<file path="config.mk">
export PLATFORM = sky130hd
export DESIGN_NAME = strobe_mem
export DESIGN_NICKNAME = d
export VERILOG_FILES = /design/src/rtl/strobe_mem_pkg.sv /design/src/rtl/strobe_fsm.sv /design/src/rtl/word_decode.sv /design/src/rtl/word_reg.sv /design/src/rtl/read_mux.sv /design/src/rtl/strobe_mem.sv
export SDC_FILE = /design/constraint.sdc
export NUM_CORES = 1
export LEC_CHECK = 0
export ABC_AREA = 1
export BUFFER_PORTS_ARGS = -buffer_cell sky130_fd_sc_hd__buf_2
export CAP_MARGIN = 40
export CORE_MARGIN = 2
export CORE_UTILIZATION = 45
export DETAILED_ROUTE_END_ITERATION = 16
export PLACE_DENSITY_LB_ADDON = 0.15
export SLEW_MARGIN = 20
export SYNTH_ARGS = -nofsm -noshare
export SYNTH_HDL_FRONTEND = slang
export SYNTH_HIERARCHICAL = 1
export SYNTH_SLANG_ARGS = --single-unit
</file>
<file path="constraint.sdc">
create_clock -name clk -period 1.3 [get_ports clk]
set_input_delay 0.065 -clock clk [delete_from_list [all_inputs] [get_ports clk]]
set_output_delay 0.065 -clock clk [all_outputs]
set_load 0.03 [all_outputs]
</file>
<file path="src/rtl/strobe_mem_pkg.sv">
package strobe_mem_pkg;
    typedef enum logic [1:0] {
        ST_IDLE    = 2'd0,
        ST_WR_HOLD = 2'd1,
        ST_RD_HOLD = 2'd2
    } strobe_st_e;
endpackage

</file>
<file path="src/rtl/strobe_fsm.sv">
module strobe_fsm
    import strobe_mem_pkg::*;
(
    input  logic clk,
    input  logic rst_n,
    input  logic csel,
    input  logic rw_sel,
    output logic commit
);
    strobe_st_e state_q, state_d;

    always_ff @(posedge clk or negedge rst_n) begin
        if (!rst_n) state_q <= ST_IDLE;
        else        state_q <= state_d;
    end

    always_comb begin
        state_d = state_q;
        unique case (state_q)
            ST_IDLE:    if (csel) state_d = rw_sel ? ST_RD_HOLD : ST_WR_HOLD;
            ST_WR_HOLD: if (!csel) state_d = ST_IDLE;
            ST_RD_HOLD: if (!csel) state_d = ST_IDLE;
            default:    state_d = ST_IDLE;
        endcase
    end

    always_comb begin
        commit = 1'b0;
        unique case (state_q)
            ST_IDLE:    commit = csel && !rw_sel;
            ST_WR_HOLD: commit = 1'b0;
            ST_RD_HOLD: commit = 1'b0;
            default:    commit = 1'b0;
        endcase
    end
endmodule

</file>
<file path="src/rtl/word_decode.sv">
module word_decode #(
    parameter int ADDR_W = 3,
    localparam int DEPTH = 1 << ADDR_W
) (
    input  logic              en,
    input  logic [ADDR_W-1:0] addr,
    output logic [DEPTH-1:0]  sel
);
    always_comb begin
        sel = '0;
        if (en) sel[addr] = 1'b1;
    end
endmodule

</file>
<file path="src/rtl/word_reg.sv">
module word_reg #(
    parameter int DATA_W = 4
) (
    input  logic              clk,
    input  logic              rst_n,
    input  logic              load,
    input  logic [DATA_W-1:0] d,
    output logic [DATA_W-1:0] q
);
    always_ff @(posedge clk or negedge rst_n) begin
        if (!rst_n)    q <= '0;
        else if (load) q <= d;
    end
endmodule

</file>
<file path="src/rtl/read_mux.sv">
module read_mux #(
    parameter int ADDR_W = 3,
    parameter int DATA_W = 4,
    localparam int DEPTH = 1 << ADDR_W
) (
    input  logic [DEPTH*DATA_W-1:0] words,
    input  logic [ADDR_W-1:0]       addr,
    input  logic                    rw_sel,
    input  logic                    oen,
    output logic [DATA_W-1:0]       rdata
);
    always_comb begin
        rdata = '0;
        if (oen && rw_sel) rdata = words[int'(addr)*DATA_W +: DATA_W];
    end
endmodule

</file>
<file path="src/rtl/strobe_mem.sv">
module strobe_mem #(
    parameter int ADDR_W = 3,
    parameter int DATA_W = 4
) (
    input  logic              clk,
    input  logic              rst_n,
    input  logic [ADDR_W-1:0] addr,
    input  logic [DATA_W-1:0] wdata,
    input  logic              rw_sel,
    input  logic              csel,
    input  logic              oen,
    output logic [DATA_W-1:0] rdata
);
    localparam int DEPTH = 1 << ADDR_W;

    logic                    commit;
    logic [DEPTH-1:0]        word_sel;
    logic [DEPTH*DATA_W-1:0] words;

    strobe_fsm u_fsm (
        .clk    (clk),
        .rst_n  (rst_n),
        .csel   (csel),
        .rw_sel (rw_sel),
        .commit (commit)
    );

    word_decode #(.ADDR_W(ADDR_W)) u_dec (
        .en   (commit),
        .addr (addr),
        .sel  (word_sel)
    );

    for (genvar w = 0; w < DEPTH; w++) begin : g_word
        word_reg #(.DATA_W(DATA_W)) u_word (
            .clk   (clk),
            .rst_n (rst_n),
            .load  (word_sel[w]),
            .d     (wdata),
            .q     (words[w*DATA_W +: DATA_W])
        );
    end

    read_mux #(.ADDR_W(ADDR_W), .DATA_W(DATA_W)) u_rd (
        .words  (words),
        .addr   (addr),
        .rw_sel (rw_sel),
        .oen    (oen),
        .rdata  (rdata)
    );
endmodule

</file>
Word level (Yosys, flattened, before mapping)
Index checks and enable logic that the tools add are counted.
{"block": "totals", "reg_bits": 34, "elab_cells": 32, "output_inout_bits": 4, "input_bits": 12}
{"block": "op_classes", "n_lt_le_gt_ge": 2, "reduce_logical": 7, "n_eq_ne": 4, "mux": 9, "shift": 1}
{"op": "$shiftx A32 B6 Y4", "n": 1}
{"op": "$mux W8", "n": 1}
{"op": "$mux W2", "n": 3}
{"op": "$lt A3 B4 Y1 const B", "n": 1}
{"op": "$mux W4", "n": 1}
{"op": "$ne A2 B2 Y1 const B", "n": 2}
{"op": "$pmux W2 S2", "n": 1}
{"op": "$demux W1 S3", "n": 1}
{"op": "$ge A3 B1 Y1 const B", "n": 1}
{"op": "$logic_and A1 B1 Y1", "n": 3}
{"op": "$eq A2 B1 Y1 const B", "n": 1}
{"op": "$eq A2 B2 Y1 const B", "n": 1}
{"op": "$logic_not A2 Y1", "n": 1}
{"op": "$mux W1", "n": 2}
{"op": "$reduce_and A2 Y1", "n": 1}
{"op": "$reduce_or A2 Y1", "n": 1}
{"op": "$logic_not A1 Y1", "n": 1}

Logic depth before layout (Yosys ltp)
Gate-level depths: netlist of run 1.
{"block": "depth", "ltp_word": 5, "ltp_mapped": 9, "mapped_depth_nobuf": 9}

By module
The synthesis of run 1 kept the hierarchy.
{"module": "word_reg", "n_inst": 8, "area_each_um2": 148.9, "cells_each": 17}
{"module": "read_mux", "n_inst": 1, "area_each_um2": 465.4, "cells_each": 109}
{"module": "strobe_fsm", "n_inst": 1, "area_each_um2": 150.1, "cells_each": 22}
{"module": "word_decode", "n_inst": 1, "area_each_um2": 63.8, "cells_each": 17}

Least setup slack after synthesis of run 1
Ideal clock, no wire load.
{"block": "synth_path", "path_type": "register -> register", "from": "register u_fsm.state_q[0]", "to": "register g_word[1].u_word.q[0]", "arrival_ns": 1.307, "stages_incl_launch_ff": 10, "synth_period_minus_slack_ns": 1.424, "path_slack_ns": -0.124, "cell_sequence": "dfrtp_1 -> inv_1 -> ha_1 -> inv_1 -> nor3_1 -> nand2_1 -> nor2_1 -> inv_2 -> nand2_1 -> nand2_1"}
{"block": "synth_via", "elab_chain_len": 3}
{"item": "from (decl)", "line": "strobe_fsm.sv:10", "source": "strobe_st_e state_q, state_d;"}
{"item": "from (signal assigned)", "line": "strobe_fsm.sv:14", "source": "else state_q <= state_d;"}
{"item": "$logic_not A2 Y1", "line": "strobe_fsm.sv:29", "source": "unique case (state_q)"}
{"item": "$mux W1", "line": "strobe_fsm.sv:29"}
{"item": "named net commit", "line": "strobe_mem.sv:16", "source": "logic commit;"}
{"item": "$mux W8", "line": "word_decode.sv:11", "source": "if (en) sel[addr] = 1'b1;"}
{"item": "named net word_sel[1]", "line": "strobe_mem.sv:17", "source": "logic [DEPTH-1:0] word_sel;"}
{"item": "to (signal assigned)", "line": "word_reg.sv:11", "source": "if (!rst_n) q <= '0;"}
{"item": "to (signal assigned)", "line": "word_reg.sv:12", "source": "else if (load) q <= d;"}
{"item": "to (decl)", "line": "word_reg.sv:8", "source": "output logic [DATA_W-1:0] q"}
The timed path passes the listed nets, and every way through them passes these cells.
A chain may end at the register's enable or synchronous reset.

Worst setup path in the final report of run 1
{"block": "layout_path", "from": "register u_fsm.state_q[1]", "to": "register g_word[7].u_word.q[1]"}
{"block": "layout_via", "elab_chain_len": 3}
{"item": "$logic_not A2 Y1", "line": "strobe_fsm.sv:29"}
{"item": "$mux W1", "line": "strobe_fsm.sv:29"}
{"item": "named net commit", "line": "strobe_mem.sv:16"}
{"item": "$mux W8", "line": "word_decode.sv:11"}
{"item": "named net word_sel[7]", "line": "strobe_mem.sv:17"}
{"item": "to (signal assigned)", "line": "word_reg.sv:11"}
{"item": "to (signal assigned)", "line": "word_reg.sv:12"}
{"item": "to (decl)", "line": "word_reg.sv:8"}
The timed path passes the listed nets, and every way through them passes these cells.

==> metrics.cfg, run 1 <==
[yosys]
synth-seq-cells = 34
synth_nets = 298
synth_compound_area_frac = 0
syn_area_per_cell_um2 = 6.586
yosysTopAreaCell = dfrtp_1
synth_area_leaders = dfrtp_1 45%, nand2_1 29%, inv_1 8.4%
synth-xor-area-share = 0
ys_seq_area_frac = 0.4548
syn-cell-area_um2 = 1871
synthMuxAreaShare = 0
ys_warn_count = 6
yosys.area_share.simple = 0.4047
synth_top_family_by_area = simple AND/OR/NAND/NOR gates
synth_fa_ha_area_frac = 0.01338
synth_cells = 284
synth_top_area_frac = 0.4548
ys_types = 15

[global_route]
grt_pass1_wl_um = 7286
grt_antenna_before_repair = 0
grtUsageTotal = 0.2142
grt_overflow = 0
grt_start_max_net_pins = 19
grt_pass1_vias = 1584

[worst_setup_path]
ff2ff_setup_slack_ps = -250
critical_path.cell_chain = inv_2 > ha_4 > inv_2 > nor3_4 > nand2_4 > nor2_4 > inv_2 > nand2_2 > nand2_2
crit_family = simple AND/OR/NAND/NOR gates
cp.buffers_inverters = 3
critical_path_arrival_ps = 1720
crit_path_frequent_cell = inv_2
worst_ep_required_time_ps = 1470
r2r_end = g_word[7].u_word/q[1]
r2r_cells = 9
slowest_stage = dfrtp_1
cp-end-kind = register
crit_type = reg -> reg
critPathMaxFanout = 5
cp-start-kind = register
r2r_start = u_fsm/state_q[1]
critPathMaxStageDelay_ps = 380

[sta]
layout_min_cycle_time_ps = 1545
finalWorstSetupSlack_ps = -245.3
setup_viol = 35
slew_headroom = 0.7113
hold_viol = 0
fin_skew_ps = 4.060
rsz0062_at_grt = yes
worst_slew_pin_slew_ps = 433.1
max_freq_mhz = 647.1
maxSlewViolCount = 0
fin_hold_ws_ps = 88.43
finalCritPeriodShare = 1.189

[pwr]
leakagePower_nw = 1.349
power_switching_share = 0.3686
cellPowerDensity_nw_per_um2 = 1760
seqPwrFrac = 0.437
pwr-share-clk = 0.170
internal_power_mw = 2.686
power.switching_mw = 1.568
p_comb_frac = 0.393
ir_worst_vdd_mv = 1.020

[cts]
cts_sinks = 34
clockRootBuffer = clkbuf_8
cts_made_buffers = 5
clk-insertion-delay-late_ps = 280
cts_tree = built
max-clock-path-buffers = 2
clk_pin_slew_ps = 60
cts_max_level = 2

[worst_hold_path]
hold_class = in -> reg
hold_start = csel
min_to = u_fsm/state_q[1]
whs_path_depth = 3

[route]
drt_iter0_markers = 113
wirelength_um = 4706
viasPerCell = 4.721
dr_total_vias = 1761
first_pass_iters = 4
drc = 0
avgRoutedWirePerCell_um = 12.62
drtAntennaViolNets = 0

[placed_design]
dp_hpwl_um = 3168
gp_congestion = 0.8070
numPortBuffers = 15
pre_cts_slack_ps = -185.5

[job]
max-cap-violations = 0

[floorplan]
chipWidth_um = 68.47
top_level_ports = 16
dieArea_um2 = 4688
dieHeight_um = 68.47
core_um2 = 4000
start_util = 0.4676
num_rows = 23

[final_layout]
drive_above_1_share = 0.2817
final_core_util = 0.6040
fin_nets = 337
antenna_cells = 0
area_growth_pct = 29.16

[outcome]
violations = negative setup slack
outcome = finished with violations

logic make-up (layout without fill, tap and decap cells):
logic type | after synthesis | after routing
simple gates | 191 | 191
buf+inv | 57 | 96
flops | 34 | 34
fa+ha+maj | 2 | 2
per-stage QoR:
step | setup TNS (ps) | total power, mW | instance area [µm²] | instances
after floorplan | -1134 | 2.725 | 1949 | 284
after global placement | -4221 | 3.091 | 2090 | 348
after detailed placement | -5221 | 3.111 | 2090 | 348
after CTS | -5572 | 3.903 | 2216 | 358
after global routing | -10200 | 4.622 | 2416 | 373
final | -6706 | 4.253 | 2416 | 373
worst register-to-register path, stage by stage (launching register included):
cell and delay (ps):
dfrtp_1 380, inv_2 80, ha_4 130, inv_2 40, nor3_4 260, nand2_4 140
nor2_4 200, inv_2 80, nand2_2 70, nand2_2 50
flip-flops by register name (all words and copies together) (netlist names):
register         count
g_word.u_word/q     32
u_fsm/state_q        2
cells in the final DEF, fill, tap and decap left out:
cell / Yosys / layout
dfrtp_1: 34 / 34
dlygate4sd3_1: 0 / 1
nand2_4: 0 / 2
nand4_1: 1 / 1
inv_2: 9 / 13
nor2_4: 0 / 8
nand3_1: 23 / 18
nand3_2: 0 / 5
inv_1: 42 / 38
ha_4: 0 / 2
buf_2: 2 / 11
nor2_1: 16 / 7
nand2_2: 2 / 16
clkbuf_1: 0 / 2
nor3_4: 0 / 1
clkbuf_8: 0 / 5
buf_4: 1 / 22
nor2_2: 1 / 2
nand2_1: 147 / 131
buf_6: 2 / 2
buf_12: 0 / 1
inv_4: 1 / 1
per-layer routing:
layer | vias to the layer above | share of wire | track usage
met5 | - | 0 | 0
met4 | 0 | 0.012 | 0.06750
met3 | 6 | 0.037 | 0.06086
met2 | 29 | 0.47 | 0.3317
met1 | 821 | 0.48 | 0.2876
li1 | 905 | - | -
layout make-up:
cell class                 count  area, µm²
fill                         366       1584
multi-input combinational    193      955.9
sequential                    34      850.8
timing repair buffer          37      272.8
inverter                      52      197.7
clock buffer                   7      76.32
tap                           50      62.56
what timing repair did:
action                     4_1_cts  5_1_grt
setup buffers                    2       15
hold endpoints to repair        17        0
pin swaps                        2       21
hold buffers                     1        0
setup endpoints to repair       36       38
resized for setup                8       25
power by group through the flow:
stage	Sequential [mW]	Combinational, mW	Clock (mW)
global route	1.90	1.93	0.785
CTS	1.83	1.33	0.739
finish	1.86	1.67	0.724
global placement	1.86	1.24	0
floorplan	1.76	0.969	0
detailed placement	1.85	1.26	0
worst max path at each step:
stage	startpoint	endpoint	slack (ps)	depth (start not counted)
CTS	u_fsm/state_q[0]	g_word[2].u_word/q[0]	-190	9
detailed placement	u_fsm/state_q[0]	g_word[2].u_word/q[0]	-190	9
global route	u_fsm/state_q[1]	g_word[7].u_word/q[1]	-350	9
floorplan	u_fsm/state_q[0]	g_word[0].u_word/q[0]	-40	9
global placement	u_fsm/state_q[0]	g_word[5].u_word/q[2]	-150	9
finish	u_fsm/state_q[1]	g_word[7].u_word/q[1]	-250	9
synthesized netlist by cell type:
cell	instances
nand2_1	147
inv_1	42
dfrtp_1	34
nand3_1	23
nor2_1	16
inv_2	9
buf_2	2
buf_6	2
ha_1	2
nand2_2	2
buf_4	1
inv_4	1
nand4_1	1
nor2_2	1
nor3_1	1
Note: power is estimated with default switching activity, not from simulation.
==> run 2, diff against run 1 <==
--- a/config.mk
+++ b/config.mk
@@ -8,9 +8,11 @@
 export ABC_AREA = 1
 export BUFFER_PORTS_ARGS = -buffer_cell sky130_fd_sc_hd__buf_2
 export CAP_MARGIN = 40
+export CORE_ASPECT_RATIO = 2
 export CORE_MARGIN = 2
 export CORE_UTILIZATION = 45
 export DETAILED_ROUTE_END_ITERATION = 16
+export MAX_ROUTING_LAYER = met4
 export PLACE_DENSITY_LB_ADDON = 0.15
 export SLEW_MARGIN = 20
 export SYNTH_ARGS = -nofsm -noshare
==> metrics.cfg, run 2 (same netlist as run 1, synthesis figures left out) <==
[final_layout]
multiInputGateArea_um2 = 974.7  ; +2.0%
final_area_um2 = 2387  ; -1.2%
final_core_util = 0.5900  ; -0.01402
drive_above_1_share = 0.2658  ; -0.01591
largest_register_ffs = 32  ; unchanged
antenna_cells = 0  ; unchanged
fillers = 426  ; +16%
biggestRegsByFlops = g_word.u_word/q (32), u_fsm/state_q (2)
regArea_um2 = 850.8  ; unchanged
regMostFlops = g_word.u_word/q
area_growth_pct = 27.63
final_common_cell = nand2_1
layout.cells.non_filler = 368  ; -1.3%
fin_nets = 330  ; -2.1%
layout_common_cells = 137 x nand2_1, 38 x inv_1, 34 x dfrtp_1

[global_route]
grt_pass1_wl_um = 7652  ; +5.0%
grt_pass1_vias = 1681  ; +6.1%
grt_antenna_before_repair = 0  ; unchanged
grt_start_max_net_pins = 35  ; +16
grt_overflow = 0  ; unchanged
grtUsageTotal = 0.2261  ; +0.01187

[cts]
cts_sinks = 34  ; unchanged
cts_tree = built
clk_pin_slew_ps = 60  ; about the same
max-clock-path-buffers = 2  ; unchanged
cts_made_buffers = 5  ; unchanged
cts_max_level = 2  ; unchanged
clockRootBuffer = clkbuf_8
clk-insertion-delay-late_ps = 280  ; about the same

[route]
avgRoutedWirePerCell_um = 12.42  ; -1.5%
first_pass_iters = 4  ; unchanged
drtAntennaViolNets = 0  ; unchanged
wirelength_um = 4571  ; -2.9%
drt_iter0_markers = 30  ; -73%
viasPerCell = 4.641  ; -1.7%
dr_total_vias = 1708  ; -3.0%
drc = 0  ; unchanged

[job]
max-cap-violations = 0  ; unchanged

[worst_setup_path]
cp.depth = 9  ; unchanged
critPathMaxFanout = 5  ; unchanged
cp.buffers_inverters = 3  ; unchanged
worst_ep_required_time_ps = 1470  ; about the same
slowest_stage = dfrtp_1
cp-end-kind = register
cp-start-kind = register
critical_path.cell_chain = inv_2 > ha_4 > inv_4 > nor3_4 > nand2_2 > nor2_4 > inv_2 > nand2_1 > nand2_1
r2r_cells = 9  ; unchanged
ff2ff_setup_slack_ps = -150  ; +90 ps
crit_type = reg -> reg
critical_path_arrival_ps = 1620  ; -100 ps
critPathMaxStageDelay_ps = 390  ; about the same
crit_family = simple AND/OR/NAND/NOR gates

[pwr]
ir_worst_vdd_mv = 1.084  ; +6.3%
cellPowerDensity_nw_per_um2 = 1763  ; +0.13%
leakagePower_nw = 1.311  ; -2.8%
p_total_mw = 4.208  ; -1.1%

[sta]
slew_headroom = 0.6999  ; -0.01137
layout_min_cycle_time_ps = 1454  ; -91.53 ps
fin_skew_ps = 3.388  ; -0.6723 ps
maxSlewViolCount = 0  ; unchanged
fin_hold_ws_ps = 77.03  ; -11.40 ps
hold_viol = 0  ; unchanged
worst_slew_pin_slew_ps = 450.1  ; +17.05 ps
finalWorstSetupSlack_ps = -153.8  ; +91.53 ps
max_freq_mhz = 687.9  ; +6.3%
finalCritPeriodShare = 1.118  ; -0.07041
timing.setup.tns_ps = -3948  ; +2758 ps
setup_viol = 33  ; -5.7%
rsz0062_at_grt = yes

[floorplan]
num_rows = 33  ; +43%
start_util = 0.4623  ; -0.005350
chipWidth_um = 49.59  ; -28%
core_um2 = 4046  ; +1.2%
dieArea_um2 = 4720  ; +0.68%
top_level_ports = 16  ; unchanged
dieHeight_um = 95.18  ; +39%

[placed_design]
numPortBuffers = 15  ; unchanged
placed_cells = 351  ; +0.86%
pre_cts_slack_ps = -189.7  ; -4.224 ps
place_area_um2 = 2100  ; +0.48%
gp_congestion = 0.8702  ; +7.8%
dp_hpwl_um = 3310  ; +4.5%

[worst_hold_path]
hold_class = in -> reg
whs_path_depth = 3  ; unchanged

[outcome]
outcome = finished with violations
violations = negative setup slack

## run 2: cell types whose count changed in the layout (fill, tap and decap cells not counted), moves of 2 or more
cell | before | now
buf_4 | 22 | 15
nand2_1 | 131 | 137
nand2_2 | 16 | 11
nand2_4 | 2 | 0
nand3_1 | 18 | 12
nand3_2 | 5 | 11
## run 2: worst paths after layout
check | endpoint | from
min reg2reg | g_word[7].u_word/q[1] | g_word[7].u_word/q[1]
max reg2reg | g_word[3].u_word/q[3] | u_fsm/state_q[0]
max in group asynchronous | g_word[2].u_word/q[1] | rst_n
max | g_word[3].u_word/q[3] | u_fsm/state_q[0]
min in group asynchronous | g_word[5].u_word/q[1] | rst_n
min | u_fsm/state_q[1] | csel
## run 2: worst min-delay path: cells and delay by family
family,cells,cell delay [ps]
AND/OR/NAND/NOR,2,130
buffers and inverters,1,120
## run 2: layout make-up
type,count,share of cell area
Clock buffer,7,0.03197
Multi-Input combinational cell,193,0.4083
Sequential cell,34,0.3564
Inverter,52,0.08386
Tap cell,52,0.02725
Timing Repair Buffer,30,0.09224
## run 2: repair_timing
item,4_1_cts,5_1_grt
hold buffers,1,0
buffers inserted,4,6
resized for setup,11,23
endpoints found under the hold margin,34,0
pin swaps,2,9
setup endpoints to repair,36,38
## run 2: power breakdown
group	leakage (nW)	switching (mW)	internal, mW
registers	0.438	0.273	1.55
clock network	0.0383	0.350	0.368
logic	0.835	0.918	0.747
## run 2: metal layers
| metal | GRT usage | part of all wire |
|---|---|---|
| met1 | 0.2528 | 0.40 |
| met2 | 0.3944 | 0.53 |
| met3 | 0.02978 | 0.032 |
| met4 | 0.1042 | 0.040 |
| met5 | - | 0 |
==> run 3, diff against run 2 <==
--- a/config.mk
+++ b/config.mk
@@ -9,7 +9,7 @@
 export BUFFER_PORTS_ARGS = -buffer_cell sky130_fd_sc_hd__buf_2
 export CAP_MARGIN = 40
 export CORE_ASPECT_RATIO = 2
-export CORE_MARGIN = 2
+export CORE_MARGIN = 8
 export CORE_UTILIZATION = 45
 export DETAILED_ROUTE_END_ITERATION = 16
 export MAX_ROUTING_LAYER = met4
==> metrics.cfg, run 3 (same netlist as run 1, synthesis figures left out) <==
[outcome]
outcome = finished with violations
violations = negative setup slack

[route]
wirelength_um = 4728  ; +3.4%
drtAntennaViolNets = 0  ; unchanged
dr_total_vias = 1753  ; +2.6%
drc = 0  ; unchanged
drt_iter0_markers = 59  ; +97%
avgRoutedWirePerCell_um = 12.85  ; +3.4%
first_pass_iters = 6  ; +2
viasPerCell = 4.764  ; +2.6%

[cts]
cts_made_buffers = 5  ; unchanged
clk-insertion-delay-late_ps = 280  ; about the same
max-clock-path-buffers = 2  ; unchanged
cts_max_level = 2  ; unchanged
clk_pin_slew_ps = 70  ; about the same
cts_sinks = 34  ; unchanged
clockRootBuffer = clkbuf_8
cts_tree = built

[sta]
finalCritPeriodShare = 1.124  ; +0.006023
layout_min_cycle_time_ps = 1462  ; +7.830 ps
finalWorstSetupSlack_ps = -161.6  ; -7.830 ps
slew_headroom = 0.7031  ; +0.003202
maxSlewViolCount = 0  ; unchanged
rsz0062_at_grt = yes
max_freq_mhz = 684.2  ; -0.54%
hold_viol = 0  ; unchanged
worst_slew_pin_slew_ps = 445.3  ; -4.803 ps
setup_viol = 35  ; +6.1%
fin_skew_ps = 7.624  ; +4.237 ps

[final_layout]
biggestRegsByFlops = g_word.u_word/q (32), u_fsm/state_q (2)
final_common_cell = nand2_1
largest_register_ffs = 32  ; unchanged
regMostFlops = g_word.u_word/q
fin_nets = 329  ; -0.30%
area_growth_pct = 24.41
layout_common_cells = 138 x nand2_1, 37 x inv_1, 34 x dfrtp_1
final_core_util = 0.5751  ; -0.01484
drive_above_1_share = 0.2373  ; -0.02848
fillers = 425  ; -0.23%
antenna_cells = 0  ; unchanged

[pwr]
power_switching_share = 0.3682  ; +0.002022
pwr-share-clk = 0.196  ; +0.025
leakagePower_nw = 1.312  ; about the same
cellPowerDensity_nw_per_um2 = 1769  ; +0.36%
internal_power_mw = 2.601  ; -2.5%
ir_worst_vdd_mv = 1.053  ; -2.8%
power.switching_mw = 1.516  ; -1.6%
seqPwrFrac = 0.445  ; +0.011
p_comb_frac = 0.360  ; -0.036

[placed_design]
dp_hpwl_um = 3594  ; +8.6%
numPortBuffers = 15  ; unchanged
pre_cts_slack_ps = -191.1  ; -1.422 ps
gp_congestion = 0.8718  ; +0.18%

[worst_setup_path]
critPathMaxFanout = 5  ; unchanged
critPathMaxStageDelay_ps = 390  ; about the same
crit_family = simple AND/OR/NAND/NOR gates
crit_type = reg -> reg
critical_path.cell_chain = inv_2 > ha_4 > inv_2 > nor3_4 > nand2_4 > nor2_4 > inv_2 > nand2_1 > nand2_1
slowest_stage = dfrtp_1
r2r_start = u_fsm/state_q[0]
r2r_cells = 9  ; unchanged
critical_path_arrival_ps = 1640  ; +20 ps
cp-end-kind = register
cp-start-kind = register
ff2ff_setup_slack_ps = -160  ; about the same
critPathLaunch = u_fsm/state_q[0]
r2r_end = g_word[0].u_word/q[0]
worst_ep_required_time_ps = 1480  ; about the same
crit_path_frequent_cell = inv_2
cp.buffers_inverters = 3  ; unchanged

[floorplan]
dieArea_um2 = 6601  ; +40%
dieHeight_um = 107.2  ; +13%
top_level_ports = 16  ; unchanged
core_um2 = 4046  ; unchanged
chipWidth_um = 61.59  ; +24%
start_util = 0.4623  ; unchanged
num_rows = 33  ; unchanged

[job]
max-cap-violations = 0  ; unchanged

[worst_hold_path]
whs_path_depth = 3  ; unchanged
hold_start = csel
hold_class = in -> reg
min_to = u_fsm/state_q[1]

[global_route]
grt_pass1_wl_um = 7810  ; +2.1%
grt_overflow = 0  ; unchanged
grt_start_max_net_pins = 35  ; unchanged
grt_antenna_before_repair = 0  ; unchanged
grt_pass1_vias = 1787  ; +6.3%
grtUsageTotal = 0.1617  ; -0.06439

-- run 3: cell types whose count changed in the layout (fill, tap and decap cells not counted), sizes merged --
cell | previous run | this run
buf | 29 | 28
clkinv | 0 | 1
-- run 3: worst max-delay path by stage --
stage                                  to  slack (ps)  cells after the start
floorplan           g_word[0].u_word/q[0]         -40                      9
global placement    g_word[6].u_word/q[0]        -170                      9
detailed placement  g_word[0].u_word/q[0]        -190                      9
CTS                 g_word[7].u_word/q[3]        -180                      9
global route        g_word[6].u_word/q[3]        -250                      9
finish              g_word[0].u_word/q[0]        -160                      9
-- run 3: area by class of cell --
class | count | area (µm²) | share of cell area
multi-input cells | 193 | 913.4 | 0.3925
clock inverters | 1 | 5.005 | 0.002151
inverters | 52 | 197.7 | 0.08495
flip-flops and latches | 34 | 850.8 | 0.3656
clock buffers | 7 | 86.33 | 0.03710
repair buffers | 29 | 209.0 | 0.08978
well taps | 52 | 65.06 | 0.02796
-- run 3: metrics by stage --
step | area, µm² | std cells | power [mW] | TNS [ps] | hold slack [ps]
floorplan | 1949 | 284 | 2.725 | -1134 | -230.6
global placement | 2087 | 351 | 3.128 | -4533 | 125.9
detailed placement | 2087 | 351 | 3.149 | -5040 | 125.4
CTS | 2242 | 362 | 4.045 | -4313 | 89.03
global route | 2327 | 368 | 4.456 | -7061 | 89.17
finish | 2327 | 368 | 4.117 | -4253 | 85.94
-- run 3: repair_timing --
item                                    4_1_cts  5_1_grt
buffers inserted                              2        6
resized for setup                            14        8
endpoints found under the setup margin       36       38
hold buffers                                  1        0
pin swaps                                     3       13
hold endpoints to repair                     34        0
-- run 3: power groups by stage --
stage                     Sequential, mW  Combinational [mW]  Clock (mW)
after CTS                           1.82                1.40       0.818
after global routing                1.90                1.70       0.858
after detailed placement            1.83                1.32           0
final                               1.83                1.48       0.805
after floorplan                     1.76               0.969           0
after global placement              1.83                1.30           0
-- run 3: tightest hold or removal path, cell delays in order --
cell and delay, ps:
buf_2 120, nand4_1 80, nand2_1 50
-- run 3: routing by layer --
| metal | vias to the layer above | part of all wire | track usage |
|---|---|---|---|
| li1 | 890 | - | - |
| met1 | 797 | 0.39 | 0.1618 |
| met2 | 48 | 0.52 | 0.2660 |
| met3 | 18 | 0.031 | 0.02398 |
| met4 | 0 | 0.060 | 0.1199 |
| met5 | - | 0 | - |
